File: config.mk
export PLATFORM = sky130hd
export DESIGN_NAME = irq_fanout_ctrl
export DESIGN_NICKNAME = d
export VERILOG_FILES = /design/src/rtl/irqagg_pkg.sv /design/src/rtl/irqagg_decode.sv /design/src/rtl/irqagg_bank.sv /design/src/rtl/irq_fanout_ctrl.sv
export SDC_FILE = /design/constraint.sdc
export NUM_CORES = 1
export LEC_CHECK = 0
export BUFFER_PORTS_ARGS = -buffer_cell sky130_fd_sc_hd__buf_2
export CORE_MARGIN = 5
export CORE_UTILIZATION = 29
export CTS_BUF_LIST = sky130_fd_sc_hd__clkbuf_16
export DETAILED_ROUTE_END_ITERATION = 10
export GPL_ROUTABILITY_DRIVEN = 0
export MAX_ROUTING_LAYER = met4
export PLACE_DENSITY = 0.56
export SKIP_CTS_REPAIR_TIMING = 1
export SLEW_MARGIN = 40
export SYNTH_ARGS = -nofsm -noshare
export SYNTH_HDL_FRONTEND = slang
export SYNTH_HIERARCHICAL = 1
export SYNTH_SLANG_ARGS = --single-unit
File: constraint.sdc
create_clock -name clk -period 2.7 [get_ports clk]
set_input_delay 0.54 -clock clk [delete_from_list [all_inputs] [get_ports clk]]
set_output_delay 0.54 -clock clk [all_outputs]
set_load 0.05 [all_outputs]
File: src/rtl/irqagg_pkg.sv
// Package: shared constants, register group encoding and mask update rule.
// Assumes mask words are exactly one source word (32 bits) wide.
package irqagg_pkg;

    localparam int SRC_PER_WORD = 32;
    localparam int MAX_WORDS    = 8;
    localparam int NUM_GROUPS   = 4;

    // Register groups inside one CPU bank, in address order.
    typedef enum logic [1:0] {
        GRP_STATUS   = 2'd0,
        GRP_MASK_RD  = 2'd1,
        GRP_MASK_SET = 2'd2,
        GRP_MASK_CLR = 2'd3
    } grp_e;

    // Next mask word: clear bits first, then set bits, so a set wins a tie.
    function automatic logic [SRC_PER_WORD-1:0] mask_next(
        input logic [SRC_PER_WORD-1:0] cur,
        input logic [SRC_PER_WORD-1:0] set_bits,
        input logic [SRC_PER_WORD-1:0] clr_bits
    );
        return (cur & ~clr_bits) | set_bits;
    endfunction

endpackage

File: src/rtl/irqagg_decode.sv
// Module: irqagg_decode
// Decodes a byte address into hit / register group / word for one CPU bank.
// Assumes word-aligned accesses; address bits [1:0] are ignored.
module irqagg_decode
    import irqagg_pkg::*;
#(
    parameter int NUM_WORDS = 2,
    parameter int ADDR_W    = 8,
    parameter int BASE      = 0,
    localparam int WSEL_W   = (NUM_WORDS > 1) ? $clog2(NUM_WORDS) : 1
) (
    input  logic [ADDR_W-1:0] addr,
    output logic              hit,
    output grp_e              grp,
    output logic [WSEL_W-1:0] wsel
);

    localparam int BANK_BYTES = NUM_GROUPS * NUM_WORDS * 4;

    int addr_i;
    int idx;

    // Range check and split of the register index into group and word.
    always_comb begin
        addr_i = int'(32'(addr));
        hit    = (addr_i >= BASE) && (addr_i < BASE + BANK_BYTES);
        idx    = (addr_i - BASE) >>> 2;
        grp    = GRP_STATUS;
        wsel   = '0;
        for (int g = 0; g < NUM_GROUPS; g++) begin
            if (idx >= g * NUM_WORDS && idx < (g + 1) * NUM_WORDS) begin
                grp  = grp_e'(g[1:0]);
                wsel = WSEL_W'(idx - g * NUM_WORDS);
            end
        end
    end

endmodule

File: src/rtl/irqagg_bank.sv
// Module: irqagg_bank
// One CPU's register bank: mask words, read mux and registered parent line.
// Assumes irq_in is synchronous to clk and at most one write per cycle.
module irqagg_bank
    import irqagg_pkg::*;
#(
    parameter int NUM_WORDS = 2,
    parameter int ADDR_W    = 8,
    parameter int BASE      = 0,
    localparam int SRC_W    = NUM_WORDS * SRC_PER_WORD,
    localparam int WSEL_W   = (NUM_WORDS > 1) ? $clog2(NUM_WORDS) : 1
) (
    input  logic                    clk,
    input  logic                    rst_n,
    input  logic [SRC_W-1:0]        irq_in,
    input  logic [ADDR_W-1:0]       addr,
    input  logic                    we,
    input  logic [SRC_PER_WORD-1:0] wdata,
    output logic [SRC_PER_WORD-1:0] rdata,
    output logic [SRC_W-1:0]        mask_o,
    output logic                    irq_o
);

    logic              hit;
    grp_e              grp;
    logic [WSEL_W-1:0] wsel;
    logic [NUM_WORDS-1:0][SRC_PER_WORD-1:0] mask_q;

    irqagg_decode #(
        .NUM_WORDS (NUM_WORDS),
        .ADDR_W    (ADDR_W),
        .BASE      (BASE)
    ) u_decode (
        .addr (addr),
        .hit  (hit),
        .grp  (grp),
        .wsel (wsel)
    );

    for (genvar w = 0; w < NUM_WORDS; w++) begin : g_word
        logic sel;
        assign sel = we && hit && (wsel == WSEL_W'(w));

        // Mask word w: reset to all-disabled, updated by set / clear writes.
        always_ff @(posedge clk) begin
            if (!rst_n) begin
                mask_q[w] <= '1;
            end else if (sel && grp == GRP_MASK_SET) begin
                mask_q[w] <= mask_next(mask_q[w], wdata, '0);
            end else if (sel && grp == GRP_MASK_CLR) begin
                mask_q[w] <= mask_next(mask_q[w], '0, wdata);
            end
        end
    end

    assign mask_o = mask_q;

    // Read mux: status and mask readback; write-only groups read as zero.
    always_comb begin
        rdata = '0;
        if (hit) begin
            case (grp)
                GRP_STATUS:  rdata = irq_in[SRC_PER_WORD*wsel +: SRC_PER_WORD];
                GRP_MASK_RD: rdata = mask_q[wsel];
                default:     rdata = '0;
            endcase
        end
    end

    // Parent line: any active and unmasked source, registered.
    always_ff @(posedge clk) begin
        if (!rst_n) begin
            irq_o <= 1'b0;
        end else begin
            irq_o <= |(irq_in & ~mask_o);
        end
    end

endmodule

File: src/rtl/irq_fanout_ctrl.sv
// Module: irq_fanout_ctrl (top)
// Replicates one register bank per CPU on a shared 32-bit register port,
// each bank placed right after the previous one; read data is OR-merged
// since at most one bank hits. Assumes NUM_WORDS <= 8.
module irq_fanout_ctrl
    import irqagg_pkg::*;
#(
    parameter int NUM_WORDS = 2,
    parameter int NUM_CPUS  = 2,
    parameter int ADDR_W    = 8,
    localparam int SRC_W      = NUM_WORDS * SRC_PER_WORD,
    localparam int BANK_BYTES = NUM_GROUPS * NUM_WORDS * 4
) (
    input  logic                    clk,
    input  logic                    rst_n,
    input  logic [SRC_W-1:0]        irq_in,
    input  logic [ADDR_W-1:0]       bus_addr,
    input  logic                    bus_we,
    input  logic [SRC_PER_WORD-1:0] bus_wdata,
    output logic [SRC_PER_WORD-1:0] bus_rdata,
    output logic [NUM_CPUS-1:0]     cpu_irq
);

    logic [NUM_CPUS-1:0][SRC_PER_WORD-1:0] rdata_bank;
    logic [NUM_CPUS*SRC_W-1:0]             mask_all;

    for (genvar c = 0; c < NUM_CPUS; c++) begin : g_cpu
        irqagg_bank #(
            .NUM_WORDS (NUM_WORDS),
            .ADDR_W    (ADDR_W),
            .BASE      (c * BANK_BYTES)
        ) u_bank (
            .clk    (clk),
            .rst_n  (rst_n),
            .irq_in (irq_in),
            .addr   (bus_addr),
            .we     (bus_we),
            .wdata  (bus_wdata),
            .rdata  (rdata_bank[c]),
            .mask_o (mask_all[c*SRC_W +: SRC_W]),
            .irq_o  (cpu_irq[c])
        );
    end

    // Read merge: banks drive zero unless addressed.
    always_comb begin
        bus_rdata = '0;
        for (int c = 0; c < NUM_CPUS; c++) begin
            bus_rdata = bus_rdata | rdata_bank[c];
        end
    end

endmodule

## Yosys cells after proc, flatten, opt, wreduce, memory -nomap -nowiden

Cells that the tools add are included.
Widths: inputs -> output; s select.

| cells by class | value |
|---|---|
| add/sub/neg operators | 7 |
| magnitude comparators | 21 |
| eq/ne operators | 6 |
| shift operators | 2 |
| multiplexer cells | 30 |
| bitwise gates (word level) | 16 |
| reductions and logical operators | 31 |

Operators with widths:

| cell | count |
|---|---|
| $mux 32 | 14 |
| $or 32x32->32 | 5 |
| $and 32x32->32 | 4 |
| $and 64x64->64 | 2 |
| $not 64->64 | 2 |
| $pmux 32 s2 | 2 |
| $reduce_or 64->1 | 2 |
| $shiftx 64x7->32 | 2 |
| $not 32->32 | 1 |
| $logic_and 1x1->1 | 23 |
| $ge 7x4->1 const B | 2 |
| $lt 7x4->1 const B | 2 |
| $ge 6x3->1 const B | 2 |
| $lt 6x3->1 const B | 2 |
| $mux 1 | 10 |
| $sub 8x6->9 const B | 1 |
| $eq 2x2->1 const B | 4 |
| $ge 8x6->1 const B | 1 |
| $lt 8x6->1 const B | 1 |
| $lt 8x7->1 const B | 1 |
| $mux 2 | 4 |
| $reduce_bool 2->1 | 4 |
| $ge 7x1->1 const B | 1 |
| $ge 7x3->1 const B | 1 |
| other kinds (11) | 20 |

| storage, ports and cells | value |
|---|---|
| register bits after elaboration | 130 |
| bits of input ports | 107 |
| output and inout bits | 34 |
| word-level logic and storage cells | 119 |

## Depth between registers and ports, before layout

Gate-level depths: netlist of run 1.

| logic depth | value |
|---|---|
| word-level depth | 12 |
| depth in mapped cells | 11 |
| depth with buffers taken out | 10 |

## By module

Netlist of run 1, hierarchy kept.

Modules (own cells, without submodules):

| module | instances | cells an instance | area each (um^2) | sequential area each (um^2) |
|---|---|---|---|---|
| irqagg_bank | 2 | 531 | 4,075.2 | 1,301.2 |
| irq_fanout_ctrl | 1 | 32 | 200.2 | 0.0 |
| irqagg_decode at g_cpu[1].u_bank.u_decode | 1 | 13 | 105.1 | 0.0 |
| irqagg_decode at g_cpu[0].u_bank.u_decode | 1 | 4 | 31.3 | 0.0 |

## Worst setup path after synthesis of run 1

Ideal clock, no wire load.

| timing | value |
|---|---|
| kind | input to output |
| start | input bus_addr[5] |
| end | output bus_rdata[0] |
| data arrival time | 2,498 ps |
| required time | 2,160 ps |
| setup slack | -338 ps |
| stages on the path | 11 |
| path buffers | 2 |
| cells stage by stage | inv_1 > ha_1 > ha_1 > o311a_2 > and2_1 > buf_6 > buf_6 > mux2i_1 > o22ai_1 > and2_1 > or2_1 |

RTL lines:

| what | RTL line | text |
|---|---|---|
| start, declared | irq_fanout_ctrl.sv:17 | `input logic [ADDR_W-1:0] bus_addr,` |
| end, declared | irq_fanout_ctrl.sv:20 | `output logic [SRC_PER_WORD-1:0] bus_rdata,` |

==> results of run 1 <==
-- final cells by class --
class | count | area, um2 | share of cell area
Antenna cell | 9 | 22.5 | 0.00200
Inverter | 121 | 472 | 0.0420
Tap cell | 384 | 480 | 0.0428
Timing Repair Buffer | 203 | 1870 | 0.166
Multi-Input combinational cell | 789 | 5240 | 0.466
Clock inverter | 15 | 126 | 0.0112
Clock buffer | 17 | 425 | 0.0379
Sequential cell | 130 | 2600 | 0.232
-- cell usage in the layout, fill, tap and decap left out, types with 30 or more instances in the layout --
cell type / n
buf_2: 104
or2_4: 33
inv_1: 121
mux2i_1: 120
and2_1: 65
nand2_1: 256
buf_4: 30
dfxtp_1: 130
o22ai_1: 107
o211ai_1: 128
-- worst paths after layout --
| check | to | slack [ns] | depth (start not counted) |
|---|---|---|---|
| worst max-delay path | bus_rdata[30] | -0.46 | 13 |
| worst min-delay path | flip-flop | 0.40 | 2 |
| worst max register to register | g_cpu[0].u_bank/irq_o | 1.15 | 4 |
| worst min register to register | flip-flop | 0.50 | 2 |
-- worst reg2reg max path, cell delays in order (launching register included) --
cell and delay, ns:
dfxtp_1 0.41, o22ai_1 0.13, a221oi_1 0.38, nand4_1 0.21
o31a_1 0.32
-- metal layers --
| layer | up-vias | global-route usage | wire, um |
|---|---|---|---|
| met5 | - | - | 0 |
| met1 | 4228 | 0.277 | 15900 |
| met3 | 69 | 0.0529 | 3130 |
| met4 | 0 | 0.0630 | 1040 |
| met2 | 397 | 0.310 | 16000 |
| li1 | 4225 | - | - |
-- per-stage QoR --
stage               power [mW]  TNS, ns  instance area, um2
floorplan                 2.44    -2.63                8660
global placement          2.77   -27.73               10100
detailed placement        2.77   -29.73               10100
CTS                       4.97   -16.24               10600
global route              5.22   -15.19               11200
finish                    5.06   -13.33               11200
-- logic make-up after synthesis --
| kind of cell | Yosys count | share of synthesized area |
|---|---|---|
| AO/OA/AOI/OAI | 256 | 0.214 |
| adder cells (fa/ha/maj) | 3 | 0.00442 |
| buffers and inverters | 193 | 0.104 |
| flip-flops | 130 | 0.307 |
| multiplexers | 128 | 0.151 |
| AND/OR/NAND/NOR | 401 | 0.220 |
-- power by group --
part / internal, mW / switching, mW / leakage [nW]
registers: 1.92 / 0.00389 / 1.05
clock network: 1.33 / 0.880 / 0.275
logic: 0.388 / 0.537 / 3.95
total: 3.64 / 1.42 / 5.28
==> run_results.csv, run 1 <==
group,metric,value,unit
status,status,"finished, violations left",
status,violations,"negative setup slack",
place,dp.cells,1613,
floorplan,placementRows,62,
floorplan,start_util,0.295,
timing,whs,0.402,ns
yosys,synthCells,1111,
timing,fin_crit,3.16,ns
global_route,grt.overflow.total,0,
yosys,synth_top_area_share,0.307,
critical_path,slowest_stage,"ha_4",
yosys,yosysSeqAreaShare,0.307,
yosys,synth_common_cells,"nand2_1 (256), dfxtp_1 (130), mux2i_1 (128), o211ai_1 (128), inv_1 (121)",
timing,max_slew_margin,0.468,
timing,worst_clock_skew,0.00494,ns
floorplan,fp.dieArea,32800,um2
detailed_routing,drt_wl_total,36.1,mm
clock_network,cts-buffers-inserted,17,
clock_network,clock_sinks,130,
final_layout,final_net_count,1372,
yosys,yosys_warnings,6,
global_route,grt.total_usage,0.208,
detailed_routing,drt-pass1-iter-count,7,
final_layout,fill_cells,2909,
place,dpl_worst_slack,-0.604,ns
detailed_routing,first_iter_violations,1017,
detailed_routing,vias,8919,
timing,finalSetupViolations,32,
floorplan,core,28800,um2
yosys,synth-edff-count,0,
detailed_routing,ant_nets,0,
job,timing.max_cap.violations,0,
floorplan,die_y,181,um
critical_path,end_kind,"output pin",
yosys,synth_area_leaders,"dfxtp_1 (31%), mux2i_1 (15%), nand2_1 (11%)",
clock_network,cts_root_buffer,"clkbuf_16",
final_layout,area_growth,32.4,%
power,ir_drop,0.352,mV
clock_network,clock_latency,0.42,ns
critical_path,critPathLaunch,"bus_addr[6]",
critical_path,timing.critical_path.buf_inv,5,
timing,rsz0062_at_grt,"true",
yosys,ys.flop_type,"dfxtp_1",
power,leakage,5.28,nW
critical_path,slowest_delay,0.25,ns
timing,hold_violations,0,
critical_path,crit_required,2.16,ns
clock_network,clockBufferDepth,2,
critical_path,cp_top_family,"simple AND/OR/NAND/NOR gates",
critical_path,crit_chain,"buf_12 -> inv_12 -> ha_4 -> ha_4 -> o311a_4 -> and2_4 -> buf_6 -> buf_16 -> mux2i_2 -> o22ai_1 -> and2_1 -> or2_4 -> buf_8",
final_layout,post-route-util,0.390,
clock_network,htree_levels,4,
place,port_buffers,140,
yosys,avgSynthCellArea,7.64,um2
detailed_routing,vias_per_cell,5.35,
critical_path,crit_fanout,7,
hold_path,hp-class,"input port to flip-flop",
critical_path,start_kind,"input port",
global_route,grt_max_degree,77,
place,dpl.hpwl,24.7,mm
global_route,antenna_found_initial,10,
timing,worst_slack,-0.465,ns
final_layout,drive_gt1_frac,0.226,
critical_path,path_class,"input port to output pin",
hold_path,hp-start,"rst_n",
timing,min_period_over_period,1.17,
yosys,synthArstFlopShare,0,
power,power_density,451,nW/um2
clock_network,clk_pin_slew,0.06,ns
global_route,grt_pass1_vias,8137,
yosys,syn_nets,1221,
yosys,synth_area,8490,um2
critical_path,crit_arrival,2.62,ns
detailed_routing,drc,0,
timing,tightest_slew,0.798,ns
yosys,synth.most_common_cell,"nand2_1",
global_route,grt_pass1_wl,50.8,mm
detailed_routing,avgRoutedWirePerCell,21.7,um
critical_path,cp_common_cell,"ha_4",
clock_network,cts_tree,"yes",
yosys,yosys_register_bits,130,
floorplan,io_pins,141,
floorplan,die_x,181,um
yosys,synth_top_area_cell,"dfxtp_1",
timing,slew_viol_final,0,
yosys,synth_cell_type_count,29,
timing,max_clock_freq,316,MHz
final_layout,stdcell_count,1668,
No activity file was read; power rests on OpenSTA's default activity.
==> run 2, diff against run 1 <==
Settings changed: CORE_MARGIN 5 to default, SKIP_LAST_GASP from default to 1.
==> run_results.csv, run 2 (synthesis results as in run 1) <==
group,metric,value,unit
final_layout,stdcell_count,1668,
global_route,grt_pass1_wl,50.8,mm
clock_network,clock_sinks,130,
power,net-switching-power,1.42,mW
critical_path,crit_arrival,2.63,ns
final_layout,final_common_cell,"nand2_1",
detailed_routing,drc,0,
timing,worst_slack,-0.467,ns
critical_path,ff2ff_path_depth,4,
power,power_density,460,nW/um2
critical_path,crit_fanout,6,
final_layout,drive_gt1_frac,0.226,
power,pwr-share-clk,0.449,
power,leakage,5.26,nW
status,violations,"negative setup slack",
detailed_routing,avgRoutedWirePerCell,20.7,um
floorplan,placementRows,62,
timing,slew_viol_final,0,
power,p_int,3.73,mW
power,comb_power_share,0.176,
clock_network,clock_latency,0.42,ns
global_route,grt_max_degree,52,
final_layout,post-route-util,0.388,
critical_path,start_kind,"input port",
power,ir_drop,0.384,mV
timing,whs,0.435,ns
global_route,grt.overflow.total,0,
detailed_routing,drt_wl_total,34.6,mm
timing,worst_clock_skew,0.00923,ns
power,p_sw_frac,0.276,
floorplan,io_pins,141,
floorplan,start_util,0.295,
clock_network,clockBufferDepth,2,
final_layout,final_net_count,1372,
floorplan,fp.dieArea,30000,um2
timing,min_period_over_period,1.17,
power,finalPower,5.14,mW
timing,rsz0062_at_grt,"true",
clock_network,cts_tree,"yes",
final_layout,area_growth,31.7,%
global_route,grt_pass1_vias,8337,
floorplan,core,28800,um2
final_layout,final_cell_mix,"nand2_1 (256), dfxtp_1 (130), o211ai_1 (128)",
hold_path,min_delay_path_depth,3,
floorplan,die_x,173,um
place,dpl.hpwl,24.8,mm
detailed_routing,first_iter_violations,906,
clock_network,cts_root_buffer,"clkbuf_16",
power,pwr-share-seq,0.374,
final_layout,fill_cells,2959,
floorplan,die_y,173,um
hold_path,hp-class,"input port to flip-flop",
detailed_routing,ant_nets,0,
place,port_buffers,140,
critical_path,end_kind,"output pin",
detailed_routing,drt-pass1-iter-count,5,
place,dp.cells,1614,
timing,finalSetupViolations,32,
global_route,antenna_found_initial,10,
status,status,"finished, violations left",
clock_network,htree_levels,4,
timing,tightest_slew,0.661,ns
timing,hold_violations,0,
timing,fin_crit,3.17,ns
timing,finalSetupTns,-11.96,ns
detailed_routing,vias_per_cell,5.29,
timing,max_slew_margin,0.557,
clock_network,cts-buffers-inserted,17,
job,timing.max_cap.violations,0,
detailed_routing,vias,8826,
timing,max_clock_freq,316,MHz
critical_path,path_class,"input port to output pin",
critical_path,crit_required,2.16,ns
clock_network,clk_pin_slew,0.06,ns
global_route,grt.total_usage,0.232,
-- run 2: changes by cell type in the layout (fill, tap and decap cells not counted), moves of 3 or more --
cell,before,now
mux2i_1,120,125
clkbuf_16,25,22
clkbuf_4,5,2
buf_4,30,33
mux2i_2,6,3
-- run 2: worst max-delay path: stages --
cell	delay, ns
buf_12	0.09
inv_12	0.03
ha_4	0.15
ha_4	0.26
o311a_4	0.20
and2_4	0.18
buf_12	0.15
buf_6	0.11
mux2i_1	0.18
buf_4	0.14
o22ai_2	0.06
and2_4	0.13
or2_4	0.25
buf_8	0.15
-- run 2: final timing paths --
| path | start | end | slack (ns) |
|---|---|---|---|
| min reg2reg | flip-flop | flip-flop | 0.50 |
| min | bus_wdata[30] | flip-flop | 0.44 |
| max | bus_addr[6] | bus_rdata[24] | -0.47 |
| max reg2reg | flip-flop | g_cpu[1].u_bank/irq_o | 1.15 |
-- run 2: per-stage QoR --
stage,cell area (um2),setup WS (ns)
6_report,11200,-0.467
2_1_floorplan,8660,-0.0946
4_1_cts,10600,-0.637
3_3_place_gp,10000,-0.599
5_1_grt,11200,-0.505
3_5_place_dp,10000,-0.631
-- run 2: layout make-up --
class                   count  area (um2)  share of cell area
inverters                 121         472              0.0422
repair buffers            203        1790               0.160
multi-input cells         789        5230               0.468
clock inverters            14         150              0.0134
flip-flops and latches    130        2600               0.233
diodes                     10        25.0             0.00224
clock buffers              17         425              0.0381
well taps                 384         480              0.0430
-- run 2: power groups by stage --
| stage | registers (mW) | logic, mW | clock network [mW] |
|---|---|---|---|
| floorplan | 1.97 | 0.472 | 0 |
| global placement | 1.97 | 0.796 | 0 |
| detailed placement | 1.97 | 0.802 | 0 |
| CTS | 1.93 | 0.805 | 2.32 |
| global route | 1.93 | 0.956 | 2.40 |
| finish | 1.93 | 0.906 | 2.31 |
-- run 2: routing by layer --
metal,GRT usage,up-vias,share of wire
met5,-,-,0
li1,-,4228,-
met1,0.297,4118,0.44
met2,0.349,428,0.44
met3,0.0576,52,0.084
met4,0.0940,0,0.034
==> run 3, diff against run 2 <==
Settings changed: REMOVE_ABC_BUFFERS from default to 1, TNS_END_PERCENT from default to 30.
==> run_results.csv, run 3 (synthesis results as in run 1) <==
group,metric,value,unit
final_layout,final_cell_mix,"nand2_1 (256), dfxtp_1 (130), o211ai_1 (128)",
critical_path,crit_chain,"buf_8 -> inv_6 -> ha_4 -> ha_4 -> o311a_4 -> and2_4 -> clkbuf_16 -> mux2i_1 -> o22ai_1 -> and2_1 -> or2_4 -> buf_8",
power,comb_power_share,0.167,
timing,worst_slack,-0.469,ns
global_route,grt_max_degree,65,
timing,finalSetupTns,-13.35,ns
final_layout,area_growth,28.0,%
power,finalPower,4.99,mW
place,placed_area,9890,um2
status,violations,"negative setup slack",
place,dpl.hpwl,22.4,mm
power,pwr-share-seq,0.386,
timing,max_slew_margin,0.489,
power,net-switching-power,1.47,mW
critical_path,crit_required,2.16,ns
clock_network,cts-buffers-inserted,17,
final_layout,final_cell_area,10900,um2
power,ir_drop,0.295,mV
critical_path,slowest_stage,"and2_4",
detailed_routing,drt-pass1-iter-count,5,
power,leakage,5.17,nW
timing,worst_clock_skew,0.00738,ns
clock_network,clk_pin_slew,0.07,ns
global_route,grt_pass1_wl,47.5,mm
global_route,grt.total_usage,0.211,
clock_network,clockBufferDepth,2,
final_layout,drive_gt1_frac,0.201,
timing,slew_viol_final,0,
detailed_routing,drt_wl_total,32.0,mm
global_route,grt.overflow.total,0,
clock_network,cts_tree,"yes",
detailed_routing,vias,8699,
hold_path,hp-class,"input port to flip-flop",
place,port_buffers,140,
detailed_routing,avgRoutedWirePerCell,19.3,um
floorplan,start_util,0.295,
clock_network,clock_latency,0.42,ns
critical_path,end_kind,"output pin",
floorplan,die_y,173,um
critical_path,start_kind,"input port",
global_route,grt_pass1_vias,8137,
power,p_sw_frac,0.294,
final_layout,final_common_cell,"nand2_1",
detailed_routing,first_iter_violations,668,
timing,max_clock_freq,316,MHz
timing,rsz0062_at_grt,"true",
job,timing.max_cap.violations,0,
clock_network,htree_levels,4,
final_layout,post-route-util,0.377,
detailed_routing,vias_per_cell,5.24,
power,pwr-share-clk,0.447,
timing,min_period_over_period,1.17,
clock_network,clock_sinks,130,
detailed_routing,ant_nets,0,
timing,fin_crit,3.17,ns
timing,hold_violations,0,
final_layout,fill_cells,2998,
floorplan,core,28800,um2
timing,tightest_slew,0.767,ns
final_layout,final_net_count,1368,
critical_path,path_class,"input port to output pin",
floorplan,io_pins,141,
clock_network,cts_root_buffer,"clkbuf_16",
floorplan,fp.dieArea,30000,um2
floorplan,placementRows,62,
global_route,antenna_found_initial,4,
critical_path,slowest_delay,0.30,ns
power,p_int,3.52,mW
power,power_density,460,nW/um2
critical_path,crit_arrival,2.63,ns
status,status,"finished, violations left",
floorplan,die_x,173,um
critical_path,crit_fanout,7,
timing,finalSetupViolations,32,
detailed_routing,drc,0,
[run 3: cell count changes in the layout (fill, tap and decap cells not counted), moves of 3 or more]
cell	before	now
buf_6	25	19
or2_1	1	30
inv_6	1	5
buf_12	22	17
inv_1	122	119
clkinv_4	1	5
buf_8	10	6
buf_2	106	113
or2_4	33	4
diode_2	10	4
buf_4	33	36
[run 3: critical path: cells and delay by family]
kind | cells | cell delay [ns]
muxes | 1 | 0.18
AOI/OAI and AO/OA | 2 | 0.29
buffers and inverters | 4 | 0.47
and+or+nand+nor | 3 | 0.71
adders and majority gates | 2 | 0.41
[run 3: cell type report]
type,instances,area [um2],area share
Antenna cell,4,10.0,0.000922
Clock inverter,15,135,0.0124
Tap cell,384,480,0.0442
Inverter,121,459,0.0423
Multi-Input combinational cell,789,5120,0.471
Sequential cell,130,2600,0.240
Timing Repair Buffer,199,1630,0.150
Clock buffer,17,425,0.0392
[run 3: stage by stage]
stage | hold slack, ns | setup WS, ns | cells
2_1_floorplan | 0.464 | -10.68 | 1039
3_3_place_gp | 0.479 | -0.496 | 1616
3_5_place_dp | 0.491 | -0.526 | 1616
4_1_cts | 0.429 | -0.541 | 1648
5_1_grt | 0.431 | -0.506 | 1659
6_report | 0.441 | -0.469 | 1659
[run 3: path summary, 6_finish.rpt]
check / from / end / slack (ns) / depth (start not counted)
worst max-delay path: bus_addr[6] / bus_rdata[6] / -0.47 / 12
worst min-delay path: bus_wdata[5] / flip-flop / 0.44 / 3
worst max register to register: flip-flop / g_cpu[0].u_bank/irq_o / 1.07 / 4
worst min register to register: flip-flop / flip-flop / 0.50 / 2
[run 3: metal layers]
layer  up-vias  share of wire  track usage
met5         -              0            -
met4         0          0.020       0.0597
met3        39          0.062       0.0418
met2       327           0.45        0.320
met1      4129           0.47        0.283
li1       4204              -            -
[run 3: power by group through the flow]
stage                     registers [mW]  logic (mW)  clock network (mW)
after global placement              1.97       0.754                   0
after CTS                           1.92       0.762                2.26
after global routing                1.92       0.890                2.35
after floorplan                     1.97       0.404                   0
final                               1.93       0.836                2.23
after detailed placement            1.97       0.759                   0
